### config.mk
export PLATFORM = sky130hd
export DESIGN_NAME = lcd_cmd_ctrl
export DESIGN_NICKNAME = d
export VERILOG_FILES = /design/src/rtl/lcd_cmd_pkg.sv /design/src/rtl/lcd_cmd_decode.sv /design/src/rtl/lcd_busy_timer.sv /design/src/rtl/lcd_addr_ctr.sv /design/src/rtl/lcd_cmd_ctrl.sv
export SDC_FILE = /design/constraint.sdc
export NUM_CORES = 1
export LEC_CHECK = 0
export ABC_CLOCK_PERIOD_IN_PS = 3400
export BUFFER_PORTS_ARGS = -buffer_cell sky130_fd_sc_hd__buf_4
export CORE_MARGIN = 1
export CORE_UTILIZATION = 40
export DETAILED_ROUTE_END_ITERATION = 7
export PLACE_DENSITY_LB_ADDON = 0.05
export REMOVE_ABC_BUFFERS = 1
export SLEW_MARGIN = 20
export SYNTH_ARGS = -nofsm -noshare
export SYNTH_HDL_FRONTEND = slang
export SYNTH_SLANG_ARGS = --single-unit
### constraint.sdc
create_clock -name clk_i -period 3.4 [get_ports clk_i]
set_input_delay 0 -clock clk_i [delete_from_list [all_inputs] [get_ports clk_i]]
set_output_delay 0 -clock clk_i [all_outputs]
set_load 0.01 [all_outputs]
### src/rtl/lcd_cmd_pkg.sv
package lcd_cmd_pkg;
  localparam int BYTE_W = 8;
  localparam int BIAS_W = 3;
  localparam int VOP_W  = 7;
  localparam logic [2:0] STAT_ID = 3'b101;

  typedef enum logic [3:0] {
    CMD_NOP, CMD_RESET, CMD_FSET, CMD_DISP,
    CMD_SETY, CMD_SETX, CMD_BIAS, CMD_VOP, CMD_NONE
  } cmd_e;

  typedef enum logic [1:0] {
    DISP_OFF = 2'b00, DISP_ALL = 2'b01, DISP_NORM = 2'b10, DISP_INV = 2'b11
  } disp_e;
endpackage

### src/rtl/lcd_cmd_decode.sv
module lcd_cmd_decode
  import lcd_cmd_pkg::*;
(
  input  logic [BYTE_W-1:0] byte_i,
  input  logic              ext_i,
  output cmd_e              cmd_o
);
  logic [2:0] lead;
  logic       any;

  // highest set bit picks the opcode; operand sits below it
  always_comb begin
    lead = '0;
    any  = 1'b0;
    for (int i = 0; i < BYTE_W; i++) begin
      if (byte_i[i]) begin
        lead = 3'(i);
        any  = 1'b1;
      end
    end
  end

  always_comb begin
    cmd_o = CMD_NONE;
    if (!any) cmd_o = CMD_NOP;
    else begin
      unique case (lead)
        3'd7: cmd_o = ext_i ? CMD_VOP  : CMD_SETX;
        3'd6: cmd_o = ext_i ? CMD_NONE : CMD_SETY;
        3'd5: cmd_o = CMD_FSET;
        3'd4: cmd_o = ext_i ? CMD_BIAS : CMD_NONE;
        3'd3: cmd_o = ext_i ? CMD_NONE : CMD_DISP;
        3'd0: cmd_o = CMD_RESET;
        default: cmd_o = CMD_NONE;
      endcase
    end
  end
endmodule

### src/rtl/lcd_busy_timer.sv
module lcd_busy_timer #(
  parameter int CYCLES = 4
) (
  input  logic clk_i,
  input  logic rst_ni,
  input  logic start_i,
  output logic busy_o
);
  localparam int CNT_W = $clog2(CYCLES + 1);
  logic [CNT_W-1:0] cnt_q;

  always_ff @(posedge clk_i or negedge rst_ni) begin
    if (!rst_ni)            cnt_q <= '0;
    else if (start_i)       cnt_q <= CNT_W'(CYCLES);
    else if (cnt_q != '0)   cnt_q <= cnt_q - 1'b1;
  end

  assign busy_o = (cnt_q != '0);
endmodule

### src/rtl/lcd_addr_ctr.sv
module lcd_addr_ctr #(
  parameter int COLS  = 102,
  parameter int PAGES = 9,
  localparam int PW = $clog2(PAGES),
  localparam int CW = $clog2(COLS)
) (
  input  logic          clk_i,
  input  logic          rst_ni,
  input  logic          clear_i,
  input  logic          vert_i,
  input  logic          step_i,
  input  logic          set_page_i,
  input  logic [PW-1:0] page_d_i,
  input  logic          set_col_i,
  input  logic [CW-1:0] col_d_i,
  output logic [PW-1:0] page_o,
  output logic [CW-1:0] col_o
);
  logic page_last, col_last;
  assign page_last = (page_o == PW'(PAGES - 1));
  assign col_last  = (col_o  == CW'(COLS - 1));

  always_ff @(posedge clk_i or negedge rst_ni) begin
    if (!rst_ni) begin
      page_o <= '0;
      col_o  <= '0;
    end else if (clear_i) begin
      page_o <= '0;
      col_o  <= '0;
    end else begin
      if (set_page_i && (int'(page_d_i) < PAGES)) page_o <= page_d_i;
      if (set_col_i  && (int'(col_d_i)  < COLS))  col_o  <= col_d_i;
      if (step_i) begin
        if (!vert_i) begin
          col_o <= col_last ? '0 : col_o + 1'b1;
          if (col_last) page_o <= page_last ? '0 : page_o + 1'b1;
        end else begin
          page_o <= page_last ? '0 : page_o + 1'b1;
          if (page_last) col_o <= col_last ? '0 : col_o + 1'b1;
        end
      end
    end
  end
endmodule

### src/rtl/lcd_cmd_ctrl.sv
module lcd_cmd_ctrl
  import lcd_cmd_pkg::*;
#(
  parameter int COLS        = 102,
  parameter int PAGES       = 9,
  parameter int BUSY_CYCLES = 4,
  localparam int PW = $clog2(PAGES),
  localparam int CW = $clog2(COLS)
) (
  input  logic              clk_i,
  input  logic              rst_ni,
  input  logic              byte_valid_i,
  input  logic              byte_is_data_i,
  input  logic [BYTE_W-1:0] byte_i,
  input  logic              stat_rd_i,
  output logic              stat_valid_o,
  output logic [BYTE_W-1:0] stat_o,
  output logic              wr_req_o,
  output logic [PW-1:0]     wr_page_o,
  output logic [CW-1:0]     wr_col_o,
  output logic [BYTE_W-1:0] wr_data_o,
  output logic [1:0]        disp_mode_o,
  output logic              pwr_down_o,
  output logic              addr_vert_o,
  output logic              ext_page_o,
  output logic [BIAS_W-1:0] bias_o,
  output logic [VOP_W-1:0]  vop_o,
  output logic              busy_o
);
  logic    accept, cmd_acc, dat_acc, soft_rst;
  cmd_e    cmd;
  disp_e   disp_q;
  logic [PW-1:0] page;
  logic [CW-1:0] col;

  assign accept   = byte_valid_i && !busy_o;
  assign cmd_acc  = accept && !byte_is_data_i;
  assign dat_acc  = accept &&  byte_is_data_i;
  assign soft_rst = cmd_acc && (cmd == CMD_RESET);

  lcd_cmd_decode u_dec (
    .byte_i (byte_i),
    .ext_i  (ext_page_o),
    .cmd_o  (cmd)
  );

  lcd_busy_timer #(.CYCLES(BUSY_CYCLES)) u_busy (
    .clk_i   (clk_i),
    .rst_ni  (rst_ni),
    .start_i (cmd_acc),
    .busy_o  (busy_o)
  );

  lcd_addr_ctr #(.COLS(COLS), .PAGES(PAGES)) u_addr (
    .clk_i      (clk_i),
    .rst_ni     (rst_ni),
    .clear_i    (soft_rst),
    .vert_i     (addr_vert_o),
    .step_i     (dat_acc),
    .set_page_i (cmd_acc && (cmd == CMD_SETY)),
    .page_d_i   (byte_i[PW-1:0]),
    .set_col_i  (cmd_acc && (cmd == CMD_SETX)),
    .col_d_i    (byte_i[CW-1:0]),
    .page_o     (page),
    .col_o      (col)
  );

  always_ff @(posedge clk_i or negedge rst_ni) begin
    if (!rst_ni) begin
      disp_q      <= DISP_OFF;
      pwr_down_o  <= 1'b1;
      addr_vert_o <= 1'b0;
      ext_page_o  <= 1'b0;
      bias_o      <= '0;
      vop_o       <= '0;
    end else if (soft_rst) begin
      disp_q      <= DISP_OFF;
      pwr_down_o  <= 1'b1;
      addr_vert_o <= 1'b0;
      ext_page_o  <= 1'b0;
      bias_o      <= '0;
      vop_o       <= '0;
    end else if (cmd_acc) begin
      case (cmd)
        CMD_FSET: begin
          pwr_down_o  <= byte_i[2];
          addr_vert_o <= byte_i[1];
          ext_page_o  <= byte_i[0];
        end
        CMD_DISP: disp_q <= disp_e'({byte_i[2], byte_i[0]});
        CMD_BIAS: bias_o <= byte_i[BIAS_W-1:0];
        CMD_VOP:  vop_o  <= byte_i[VOP_W-1:0];
        default: ;
      endcase
    end
  end

  assign disp_mode_o = disp_q;

  always_ff @(posedge clk_i or negedge rst_ni) begin
    if (!rst_ni) begin
      wr_req_o  <= 1'b0;
      wr_page_o <= '0;
      wr_col_o  <= '0;
      wr_data_o <= '0;
    end else begin
      wr_req_o <= dat_acc;
      if (dat_acc) begin
        wr_page_o <= page;
        wr_col_o  <= col;
        wr_data_o <= byte_i;
      end
    end
  end

  always_ff @(posedge clk_i or negedge rst_ni) begin
    if (!rst_ni) begin
      stat_valid_o <= 1'b0;
      stat_o       <= '0;
    end else begin
      stat_valid_o <= stat_rd_i;
      if (stat_rd_i) stat_o <= {busy_o, 4'b0000, STAT_ID};
    end
  end
endmodule

==> metrics.txt, run 1 <==
# TYPE chip_impl_metric gauge
chip_impl_info{name="status",value="complete, no violations"} 1
chip_impl_info{name="layout.cells.most_common_list",value="65 x sky130_fd_sc_hd__nand2_1, 53 x sky130_fd_sc_hd__buf_4, 51 x sky130_fd_sc_hd__dfrtp_1"} 1
chip_impl_info{name="worstHoldPathType",value="in2reg"} 1
chip_impl_metric{name="tns",unit="ns"} 0
chip_impl_metric{name="ys_seq_area_share",unit="%"} 49.6
chip_impl_metric{name="drv_cap",unit=""} 0
chip_impl_metric{name="antenna_viol_nets_final",unit=""} 0
chip_impl_info{name="rsz_0062_raised_after_global_routing",value="no"} 1
chip_impl_metric{name="clk_pin_slew_worst_paths",unit="ns"} 0.09
chip_impl_metric{name="instances_no_fill",unit=""} 401
chip_impl_metric{name="worstMarginPinSlew",unit="ns"} 0.747
chip_impl_metric{name="p_leak",unit="nW"} 1.60
chip_impl_metric{name="ys_async_sr_fraction",unit="%"} 100
chip_impl_metric{name="fin_total_pwr",unit="mW"} 2.29
chip_impl_info{name="crit_type",value="reg2reg"} 1
chip_impl_metric{name="timing.final.crit_share",unit="%"} 67.4
chip_impl_metric{name="r2r_setup_slack",unit="ns"} 1.11
chip_impl_info{name="source_of_the_critical_timing_path",value="u_busy.cnt_q[0]"} 1
chip_impl_info{name="cpLargestDelayFamily",value="compound AO/OA/AOI/OAI gates"} 1
chip_impl_metric{name="slowest_delay",unit="ns"} 0.49
chip_impl_metric{name="hold_path_depth",unit=""} 3
chip_impl_metric{name="flow.area_growth_from_synthesis",unit="%"} 21.5
chip_impl_metric{name="synth.cell_area",unit="µm²"} 2630
chip_impl_metric{name="timing.reg2reg.worst_path_depth",unit=""} 7
chip_impl_info{name="layout_commonest_cell",value="sky130_fd_sc_hd__nand2_1"} 1
chip_impl_metric{name="io_pins",unit=""} 58
chip_impl_metric{name="synth-seq-cells",unit=""} 52
chip_impl_info{name="timing.critical_path.from_type",value="register"} 1
chip_impl_metric{name="rows",unit=""} 29
chip_impl_metric{name="clock_skew",unit="ns"} 0.00847
chip_impl_info{name="synth.top_cells.by_area",value="sky130_fd_sc_hd__dfrtp_1 49%, sky130_fd_sc_hd__nand2_1 9.3%, sky130_fd_sc_hd__mux2_4 4.6%"} 1
chip_impl_metric{name="design.core.area",unit="µm²"} 6350
chip_impl_metric{name="dp.final_hpwl",unit="mm"} 4.12
chip_impl_info{name="critical-path-slowest-cell",value="sky130_fd_sc_hd__inv_1"} 1
chip_impl_metric{name="nets",unit=""} 342
chip_impl_metric{name="floorplan_die_width",unit="µm"} 83.1
chip_impl_metric{name="drtIter0Drc",unit=""} 94
chip_impl_metric{name="gpl.final_weighted_congestion",unit=""} 0.766
chip_impl_info{name="cts_tree",value="built"} 1
chip_impl_info{name="synth_area_leader_cell",value="sky130_fd_sc_hd__dfrtp_1"} 1
chip_impl_metric{name="viasPerCell",unit=""} 5.16
chip_impl_metric{name="numCtsBuffers",unit=""} 5
chip_impl_metric{name="pre_antenna_drt_iters",unit=""} 4
chip_impl_metric{name="cts.sink_count",unit=""} 52
chip_impl_metric{name="synthCells",unit=""} 271
chip_impl_metric{name="post_cts_resize_count",unit=""} 0
chip_impl_metric{name="fp.dieH",unit="µm"} 83.1
chip_impl_metric{name="drc",unit=""} 0
chip_impl_metric{name="first_global_vias",unit=""} 2020
chip_impl_metric{name="final_hold_violation_count",unit=""} 0
chip_impl_metric{name="clk-insertion-delay-late",unit="ns"} 0.30
chip_impl_metric{name="filler_cell_count",unit=""} 634
chip_impl_metric{name="clockBufferDepth",unit=""} 2
chip_impl_info{name="timing.rr.start",value="u_busy.cnt_q[0]"} 1
chip_impl_info{name="worst_r2r_endpoint",value="u_addr.page_o[3]"} 1
chip_impl_metric{name="critical_path_buf_inv_count",unit=""} 2
chip_impl_metric{name="max_freq",unit="MHz"} 436
chip_impl_info{name="path_cells",value="inv_1 > ha_1 > nand4b_1 > inv_1 > o21ai_1 > a211oi_1 > a211oi_1"} 1
chip_impl_metric{name="floorplan.initialDensity",unit="%"} 41.4
chip_impl_metric{name="final-max-slew-violation-count",unit=""} 0
chip_impl_metric{name="report.final.setup_viol",unit=""} 0
chip_impl_metric{name="detail_route.wirelength",unit="mm"} 6.07
chip_impl_metric{name="power-per-cell-area",unit="nW/µm²"} 717
chip_impl_info{name="timing.critical_path.to_type",value="register"} 1
chip_impl_metric{name="critPathMaxFanout",unit=""} 16
chip_impl_metric{name="cts.htree.levels",unit=""} 2
chip_impl_metric{name="grt_first_pass_wirelength",unit="mm"} 10.2
chip_impl_metric{name="post_cts_buffers",unit=""} 0
chip_impl_metric{name="place_inst",unit=""} 387
chip_impl_metric{name="hold_buffers",unit=""} 6
chip_impl_metric{name="overall_global_routing_usage",unit="%"} 18.5
chip_impl_metric{name="route.detailed.wl_per_inst",unit="µm"} 15.1
chip_impl_info{name="cts.root.buffer_cell",value="sky130_fd_sc_hd__clkbuf_8"} 1
chip_impl_metric{name="insertedDiodeCount",unit=""} 0
chip_impl_metric{name="max-vdd-ir-drop",unit="V"} 0.000340
chip_impl_metric{name="via_count",unit=""} 2069
chip_impl_metric{name="grt.overflow.total",unit=""} 0
chip_impl_metric{name="worst_slew_margin_rel",unit="%"} 50.2
chip_impl_info{name="holdCritStartpoint",value="byte_i[6]"} 1
chip_impl_metric{name="pin_count_of_the_biggest_net_entering_global_routing",unit=""} 53
chip_impl_metric{name="ys_warn_count",unit=""} 0
chip_impl_metric{name="layout-drive-gt1-share",unit="%"} 25.0
chip_impl_metric{name="area_share_of_the_leading_cell_type_in_the_synthesized_netlist",unit="%"} 48.6
chip_impl_metric{name="yosysUniqueCellTypes",unit=""} 55
chip_impl_metric{name="fin_crit",unit="ns"} 2.29
chip_impl_metric{name="antenna_violations_before_repair",unit=""} 0
chip_impl_metric{name="portBuffers",unit=""} 52
chip_impl_info{name="synth-main-ff-cell",value="sky130_fd_sc_hd__dfrtp_1"} 1
chip_impl_info{name="min_delay_worst_endpoint",value="wr_data_o[6]"} 1
chip_impl_metric{name="critical_path_at",unit="ns"} 2.45
chip_impl_metric{name="critPathRequiredTime",unit="ns"} 3.55
chip_impl_metric{name="synth_edf_count",unit=""} 0
chip_impl_metric{name="fp.dieArea",unit="µm²"} 6900
chip_impl_metric{name="post_synthesis_average_cell_area",unit="µm²"} 9.70
-- sequential cells by signal (all words and copies together), names as in the netlist, 2 cells and up --
| signal | cells |
|---|---|
| wr_data_o | 8 |
| u_addr.col_o | 7 |
| vop_o | 7 |
| wr_col_o | 7 |
| u_addr.page_o | 4 |
| wr_page_o | 4 |
| bias_o | 3 |
| u_busy.cnt_q | 3 |
| disp_mode_o | 2 |
| stat_o | 2 |
-- stage by stage --
step	hold WS [ns]	worst slack, ns	area, µm²	util (%)
floorplan	-0.296	1.05	2540	-
global placement	0.0872	1.18	3030	47.7
detailed placement	0.0791	1.06	3030	47.7
CTS	0.00157	1.04	3190	50.3
global route	0.00112	0.872	3190	50.3
finish	0.00128	1.11	3190	50.3
-- worst register-to-register path, cell delays in order (launching register included) --
cell	delay [ns]
sky130_fd_sc_hd__dfrtp_1	0.40
sky130_fd_sc_hd__inv_1	0.09
sky130_fd_sc_hd__ha_1	0.23
sky130_fd_sc_hd__nand4b_1	0.32
sky130_fd_sc_hd__inv_1	0.49
sky130_fd_sc_hd__o21ai_1	0.31
sky130_fd_sc_hd__a211oi_1	0.24
sky130_fd_sc_hd__a211oi_1	0.07
-- power by group --
part / total [mW] / switching, mW / internal (mW)
sequential: 1.05 / 0.203 / 0.844
clock: 0.380 / 0.194 / 0.186
combinational: 0.862 / 0.413 / 0.450
-- worst max path at each step --
stage | endpoint | depth (start not counted)
3_5_place_dp | u_addr.page_o[3] | 7
2_1_floorplan | u_addr.page_o[3] | 7
4_1_cts | u_addr.page_o[3] | 7
5_1_grt | u_addr.page_o[3] | 7
3_3_place_gp | u_addr.page_o[3] | 7
6_report | u_addr.page_o[3] | 7
-- synth_stat cells (3+ instances only) --
master                     count
sky130_fd_sc_hd__a21oi_1      11
sky130_fd_sc_hd__nand2_1      65
sky130_fd_sc_hd__buf_4         7
sky130_fd_sc_hd__mux2_4        8
sky130_fd_sc_hd__nor3_1        5
sky130_fd_sc_hd__o21ai_0      10
sky130_fd_sc_hd__mux2i_1       5
sky130_fd_sc_hd__ha_1          6
sky130_fd_sc_hd__inv_1        11
sky130_fd_sc_hd__dfrtp_1      51
sky130_fd_sc_hd__nor2_1       17
sky130_fd_sc_hd__clkbuf_1      6
sky130_fd_sc_hd__xnor2_1       4
sky130_fd_sc_hd__a21oi_2       3
sky130_fd_sc_hd__a211oi_1      4
sky130_fd_sc_hd__or3_1         3
sky130_fd_sc_hd__o221ai_1      3
sky130_fd_sc_hd__o22ai_1       3
sky130_fd_sc_hd__buf_2         3
sky130_fd_sc_hd__nand3_1       4
-- cell type report --
cell class	count	area [µm²]	area share, %
well taps	77	96.3	3.02
repair buffers	59	458	14.3
inverters	11	41.3	1.29
clock buffers	8	100	3.14
flip-flops and latches	52	1300	40.8
multi-input cells	194	1190	37.4
-- per-layer routing --
layer / global-route usage [%] / up-vias / part of all wire [%]
li1: - / 1016 / -
met1: 26.7 / 1005 / 48
met2: 29.4 / 44 / 47
met3: 3.38 / 4 / 3.8
met4: 3.45 / 0 / 0.66
met5: 0 / - / 0
-- cell families after synthesis --
kind of cell,synth area share (%)
xor gates and xnor gates,1.67
and+or+nand+nor,20.5
AOI/OAI and AO/OA,12.8
muxes,6.90
other,0.143
DFF,49.6
buffers and inverters,5.57
adders and majority gates,2.86
Power figures use the tool's default switching activity.
==> inputs of run 2 (changes only) <==
- ABC_AREA: default -> 1
- ABC_CLOCK_PERIOD_IN_PS: 3400 -> 1850
- clock period: 3.4 -> 1.85 ns (I/O delays scaled with it)
==> run 2 against run 1 <==
Against the previous run: the flow now finishes with violations (DRC); first-iteration DRC count increased by 35%; clock-buffer cell count decreased by 2; fmax increased by 28%; cell count increased by 21%; non-clock buffer count increased by 20; worst hold slack improved by 0.034 ns; global-route usage increased by 1.7 points; synthesized cell count increased by 21%; total power increased by 110%; synthesized area increased by 2.6%; register-to-register slack got worse by 1.0 ns; largest power group is now combinational logic.
==> metrics.txt, run 2 <==
# TYPE chip_impl_metric gauge
chip_impl_metric{name="area_share_of_the_leading_cell_type_in_the_synthesized_netlist",unit="%"} 47.4
chip_impl_info{name="layout.cells.most_common_list",value="70 x sky130_fd_sc_hd__buf_4, 69 x sky130_fd_sc_hd__nand2_1, 51 x sky130_fd_sc_hd__dfrtp_1"} 1
chip_impl_metric{name="critPathRequiredTime",unit="ns"} 2.05
chip_impl_metric{name="design.core.area",unit="µm²"} 6420
chip_impl_metric{name="report.final.setup_viol",unit=""} 0
chip_impl_info{name="timing.rr.start",value="u_busy.cnt_q[1]"} 1
chip_impl_metric{name="ys_async_sr_fraction",unit="%"} 100
chip_impl_metric{name="layout-drive-gt1-share",unit="%"} 32.4
chip_impl_metric{name="final_hold_violation_count",unit=""} 0
chip_impl_metric{name="detail_route.wirelength",unit="mm"} 6.86
chip_impl_metric{name="pin_count_of_the_biggest_net_entering_global_routing",unit=""} 53
chip_impl_metric{name="drc",unit=""} 6
chip_impl_metric{name="place_worst_setup_slack",unit="ns"} -0.156
chip_impl_info{name="synth-main-ff-cell",value="sky130_fd_sc_hd__dfrtp_1"} 1
chip_impl_metric{name="slowest_delay",unit="ns"} 0.39
chip_impl_metric{name="power.net_switching",unit="mW"} 1.81
chip_impl_metric{name="first_global_vias",unit=""} 2313
chip_impl_info{name="cpLargestDelayFamily",value="simple AND/OR/NAND/NOR gates"} 1
chip_impl_info{name="crit_type",value="reg2reg"} 1
chip_impl_metric{name="numCtsBuffers",unit=""} 5
chip_impl_metric{name="final.hold.worst_slack",unit="ns"} 0.0357
chip_impl_metric{name="r2r_setup_slack",unit="ns"} 0.06
chip_impl_metric{name="p_leak",unit="nW"} 1.83
chip_impl_info{name="layout_commonest_cell",value="sky130_fd_sc_hd__buf_4"} 1
chip_impl_info{name="timing.critical_path.to_type",value="register"} 1
chip_impl_metric{name="cts.sink_count",unit=""} 52
chip_impl_metric{name="worstMarginPinSlew",unit="ns"} 0.675
chip_impl_metric{name="worst_slew_margin_rel",unit="%"} 55.0
chip_impl_metric{name="core_occupancy_in_the_finished_layout",unit="%"} 56.3
chip_impl_metric{name="drtIter0Drc",unit=""} 127
chip_impl_info{name="min_delay_worst_endpoint",value="vop_o[6]"} 1
chip_impl_metric{name="pre_antenna_drt_iters",unit=""} 6
chip_impl_metric{name="place_inst",unit=""} 468
chip_impl_metric{name="viasPerCell",unit=""} 5.02
chip_impl_info{name="critical-path-slowest-cell",value="sky130_fd_sc_hd__dfrtp_1"} 1
chip_impl_metric{name="floorplan_die_width",unit="µm"} 84.1
chip_impl_metric{name="timing.reg2reg.worst_path_depth",unit=""} 13
chip_impl_metric{name="nets",unit=""} 426
chip_impl_metric{name="clock_skew",unit="ns"} 0.00340
chip_impl_metric{name="p_int",unit="mW"} 3.03
chip_impl_metric{name="cts.htree.levels",unit=""} 2
chip_impl_metric{name="insertedDiodeCount",unit=""} 0
chip_impl_metric{name="sequentialPowerShare",unit="%"} 39.4
chip_impl_metric{name="via_count",unit=""} 2435
chip_impl_metric{name="clock_power_share",unit="%"} 16.1
chip_impl_info{name="path_cells",value="inv_2 > ha_4 > nand2_4 > inv_4 > buf_6 > nand2_4 > nor2_4 > nand3_4 > buf_6 > nor2_4 > nand2_1 > nand3_1 > a21oi_1"} 1
chip_impl_info{name="rsz_0062_raised_after_global_routing",value="yes"} 1
chip_impl_info{name="status",value="complete, but fails checks"} 1
chip_impl_info{name="holdCritStartpoint",value="byte_i[6]"} 1
chip_impl_metric{name="clk_pin_slew_worst_paths",unit="ns"} 0.09
chip_impl_info{name="worst_r2r_endpoint",value="u_addr.col_o[1]"} 1
chip_impl_info{name="synth_most_common_cell",value="sky130_fd_sc_hd__nand2_1"} 1
chip_impl_metric{name="fp.dieH",unit="µm"} 84.1
chip_impl_metric{name="synth-seq-cells",unit=""} 52
chip_impl_metric{name="synth_edf_count",unit=""} 0
chip_impl_info{name="synth.top_cells.by_area",value="sky130_fd_sc_hd__dfrtp_1 47%, sky130_fd_sc_hd__nand2_1 10%, sky130_fd_sc_hd__nand3_1 6.9%"} 1
chip_impl_metric{name="instance_area_at_placement",unit="µm²"} 3260
chip_impl_metric{name="tns",unit="ns"} 0
chip_impl_metric{name="io_pins",unit=""} 58
chip_impl_metric{name="grt_first_pass_wirelength",unit="mm"} 11.4
chip_impl_metric{name="floorplan.initialDensity",unit="%"} 42.0
chip_impl_metric{name="ys_seq_area_share",unit="%"} 48.3
chip_impl_metric{name="critical_path_at",unit="ns"} 1.99
chip_impl_metric{name="largest_reg_flops",unit=""} 8
chip_impl_metric{name="drv_cap",unit=""} 0
chip_impl_metric{name="rows",unit=""} 29
chip_impl_metric{name="fp.dieArea",unit="µm²"} 7070
chip_impl_info{name="synth_area_leader_cell",value="sky130_fd_sc_hd__dfrtp_1"} 1
chip_impl_metric{name="setup_ws",unit="ns"} 0.0583
chip_impl_metric{name="final-max-slew-violation-count",unit=""} 0
chip_impl_info{name="timing.critical_path.from_type",value="register"} 1
chip_impl_metric{name="antenna_violations_before_repair",unit=""} 0
chip_impl_metric{name="portBuffers",unit=""} 52
chip_impl_info{name="cts.root.buffer_cell",value="sky130_fd_sc_hd__clkbuf_8"} 1
chip_impl_metric{name="timing.final.crit_share",unit="%"} 96.8
chip_impl_metric{name="synth.cell_area",unit="µm²"} 2700
chip_impl_metric{name="instances_no_fill",unit=""} 485
chip_impl_metric{name="clockBufferDepth",unit=""} 2
chip_impl_metric{name="fin_crit",unit="ns"} 1.79
chip_impl_metric{name="gpl.final_weighted_congestion",unit=""} 0.870
chip_impl_metric{name="grt.overflow.total",unit=""} 0
chip_impl_info{name="cts_tree",value="built"} 1
chip_impl_metric{name="yosysUniqueCellTypes",unit=""} 33
chip_impl_metric{name="hold_path_depth",unit=""} 3
chip_impl_metric{name="critical_path_buf_inv_count",unit=""} 4
chip_impl_metric{name="max_freq",unit="MHz"} 558
chip_impl_metric{name="clk-insertion-delay-late",unit="ns"} 0.30
chip_impl_info{name="violations_in_the_final_reports",value="DRC"} 1
chip_impl_metric{name="power-per-cell-area",unit="nW/µm²"} 1340
chip_impl_metric{name="synthCells",unit=""} 328
chip_impl_metric{name="antenna_viol_nets_final",unit=""} 0
chip_impl_metric{name="flow.area_growth_from_synthesis",unit="%"} 34.2
chip_impl_metric{name="final_design_area_no_fill",unit="µm²"} 3620
chip_impl_info{name="top_register",value="wr_data_o"} 1
chip_impl_metric{name="dp.final_hpwl",unit="mm"} 4.79
chip_impl_info{name="ys_top_cells_by_count",value="74 x sky130_fd_sc_hd__nand2_1, 51 x sky130_fd_sc_hd__dfrtp_1, 37 x sky130_fd_sc_hd__nand3_1, 35 x sky130_fd_sc_hd__inv_1, 35 x sky130_fd_sc_hd__o21ai_0"} 1
chip_impl_metric{name="max-vdd-ir-drop",unit="V"} 0.000564
chip_impl_info{name="source_of_the_critical_timing_path",value="u_busy.cnt_q[1]"} 1
chip_impl_metric{name="cp_num_cells",unit=""} 13
chip_impl_metric{name="power.share.switching",unit="%"} 37.4
chip_impl_metric{name="ys_warn_count",unit=""} 0
chip_impl_metric{name="overall_global_routing_usage",unit="%"} 20.2
chip_impl_info{name="worstHoldPathType",value="in2reg"} 1
chip_impl_metric{name="route.detailed.wl_per_inst",unit="µm"} 14.1
chip_impl_metric{name="fin_total_pwr",unit="mW"} 4.84
chip_impl_metric{name="post_synthesis_average_cell_area",unit="µm²"} 8.22
chip_impl_metric{name="share_comb_of_total_power",unit="%"} 44.5
chip_impl_metric{name="critPathMaxFanout",unit=""} 7
==> run 2: logic make-up after synthesis <==
| logic type | synth area share, % |
|---|---|
| compound gates | 12.4 |
| buf+inv | 8.82 |
| flops | 48.3 |
| simple gates | 25.9 |
| other cells | 0.139 |
| fa+ha+maj | 2.79 |
| xor+xnor | 1.62 |
==> run 2: final cells by class <==
type,instances,area (µm²)
clock buffers,6,72.6
clock inverters,2,35.0
fillers,601,2810
inverters,41,161
multi-input cells,228,1320
flip-flops and latches,52,1300
well taps,77,96.3
repair buffers,79,629
==> run 2: how the worst max path moves through the flow <==
stage	end
2_1_floorplan	u_addr.col_o[6]
3_3_place_gp	u_addr.page_o[2]
3_5_place_dp	u_addr.page_o[0]
4_1_cts	pwr_down_o
5_1_grt	pwr_down_o
6_report	u_addr.col_o[1]
==> run 2: what timing repair did <==
| action | in CTS | in global routing |
|---|---|---|
| cloned | 0 | 2 |
| gates resized for setup | 5 | 41 |
| endpoints found under the setup margin | 26 | 26 |
| hold buffers | 5 | 0 |
| pin swaps | 0 | 14 |
| buffers inserted | 0 | 2 |
| hold endpoints to repair | 60 | 0 |
==> run 2: metal layers <==
layer	GRT usage (%)	wire length [µm]	part of all wire, %
met2	32.6	3170	46
met1	28.3	3220	47
met5	0	0	0
met4	4.39	131	1.9
met3	3.66	331	4.8
==> run 2: power groups by stage <==
| stage | sequential [mW] | clock (mW) | combinational, mW |
|---|---|---|---|
| floorplan | 2.02 | 0 | 0.922 |
| global placement | 1.92 | 0 | 1.94 |
| detailed placement | 1.92 | 0 | 1.98 |
| CTS | 1.90 | 0.813 | 2.01 |
| global route | 1.96 | 0.857 | 2.42 |
| finish | 1.91 | 0.780 | 2.15 |
==> run 2: worst register-to-register path, cell delays in order, from the launching register on <==
cell	delay [ns]
sky130_fd_sc_hd__dfrtp_1	0.39
sky130_fd_sc_hd__inv_2	0.08
sky130_fd_sc_hd__ha_4	0.14
sky130_fd_sc_hd__nand2_4	0.05
sky130_fd_sc_hd__inv_4	0.05
sky130_fd_sc_hd__buf_6	0.09
sky130_fd_sc_hd__nand2_4	0.04
sky130_fd_sc_hd__nor2_4	0.15
sky130_fd_sc_hd__nand3_4	0.12
sky130_fd_sc_hd__buf_6	0.14
sky130_fd_sc_hd__nor2_4	0.18
sky130_fd_sc_hd__nand2_1	0.09
sky130_fd_sc_hd__nand3_1	0.10
sky130_fd_sc_hd__a21oi_1	0.07
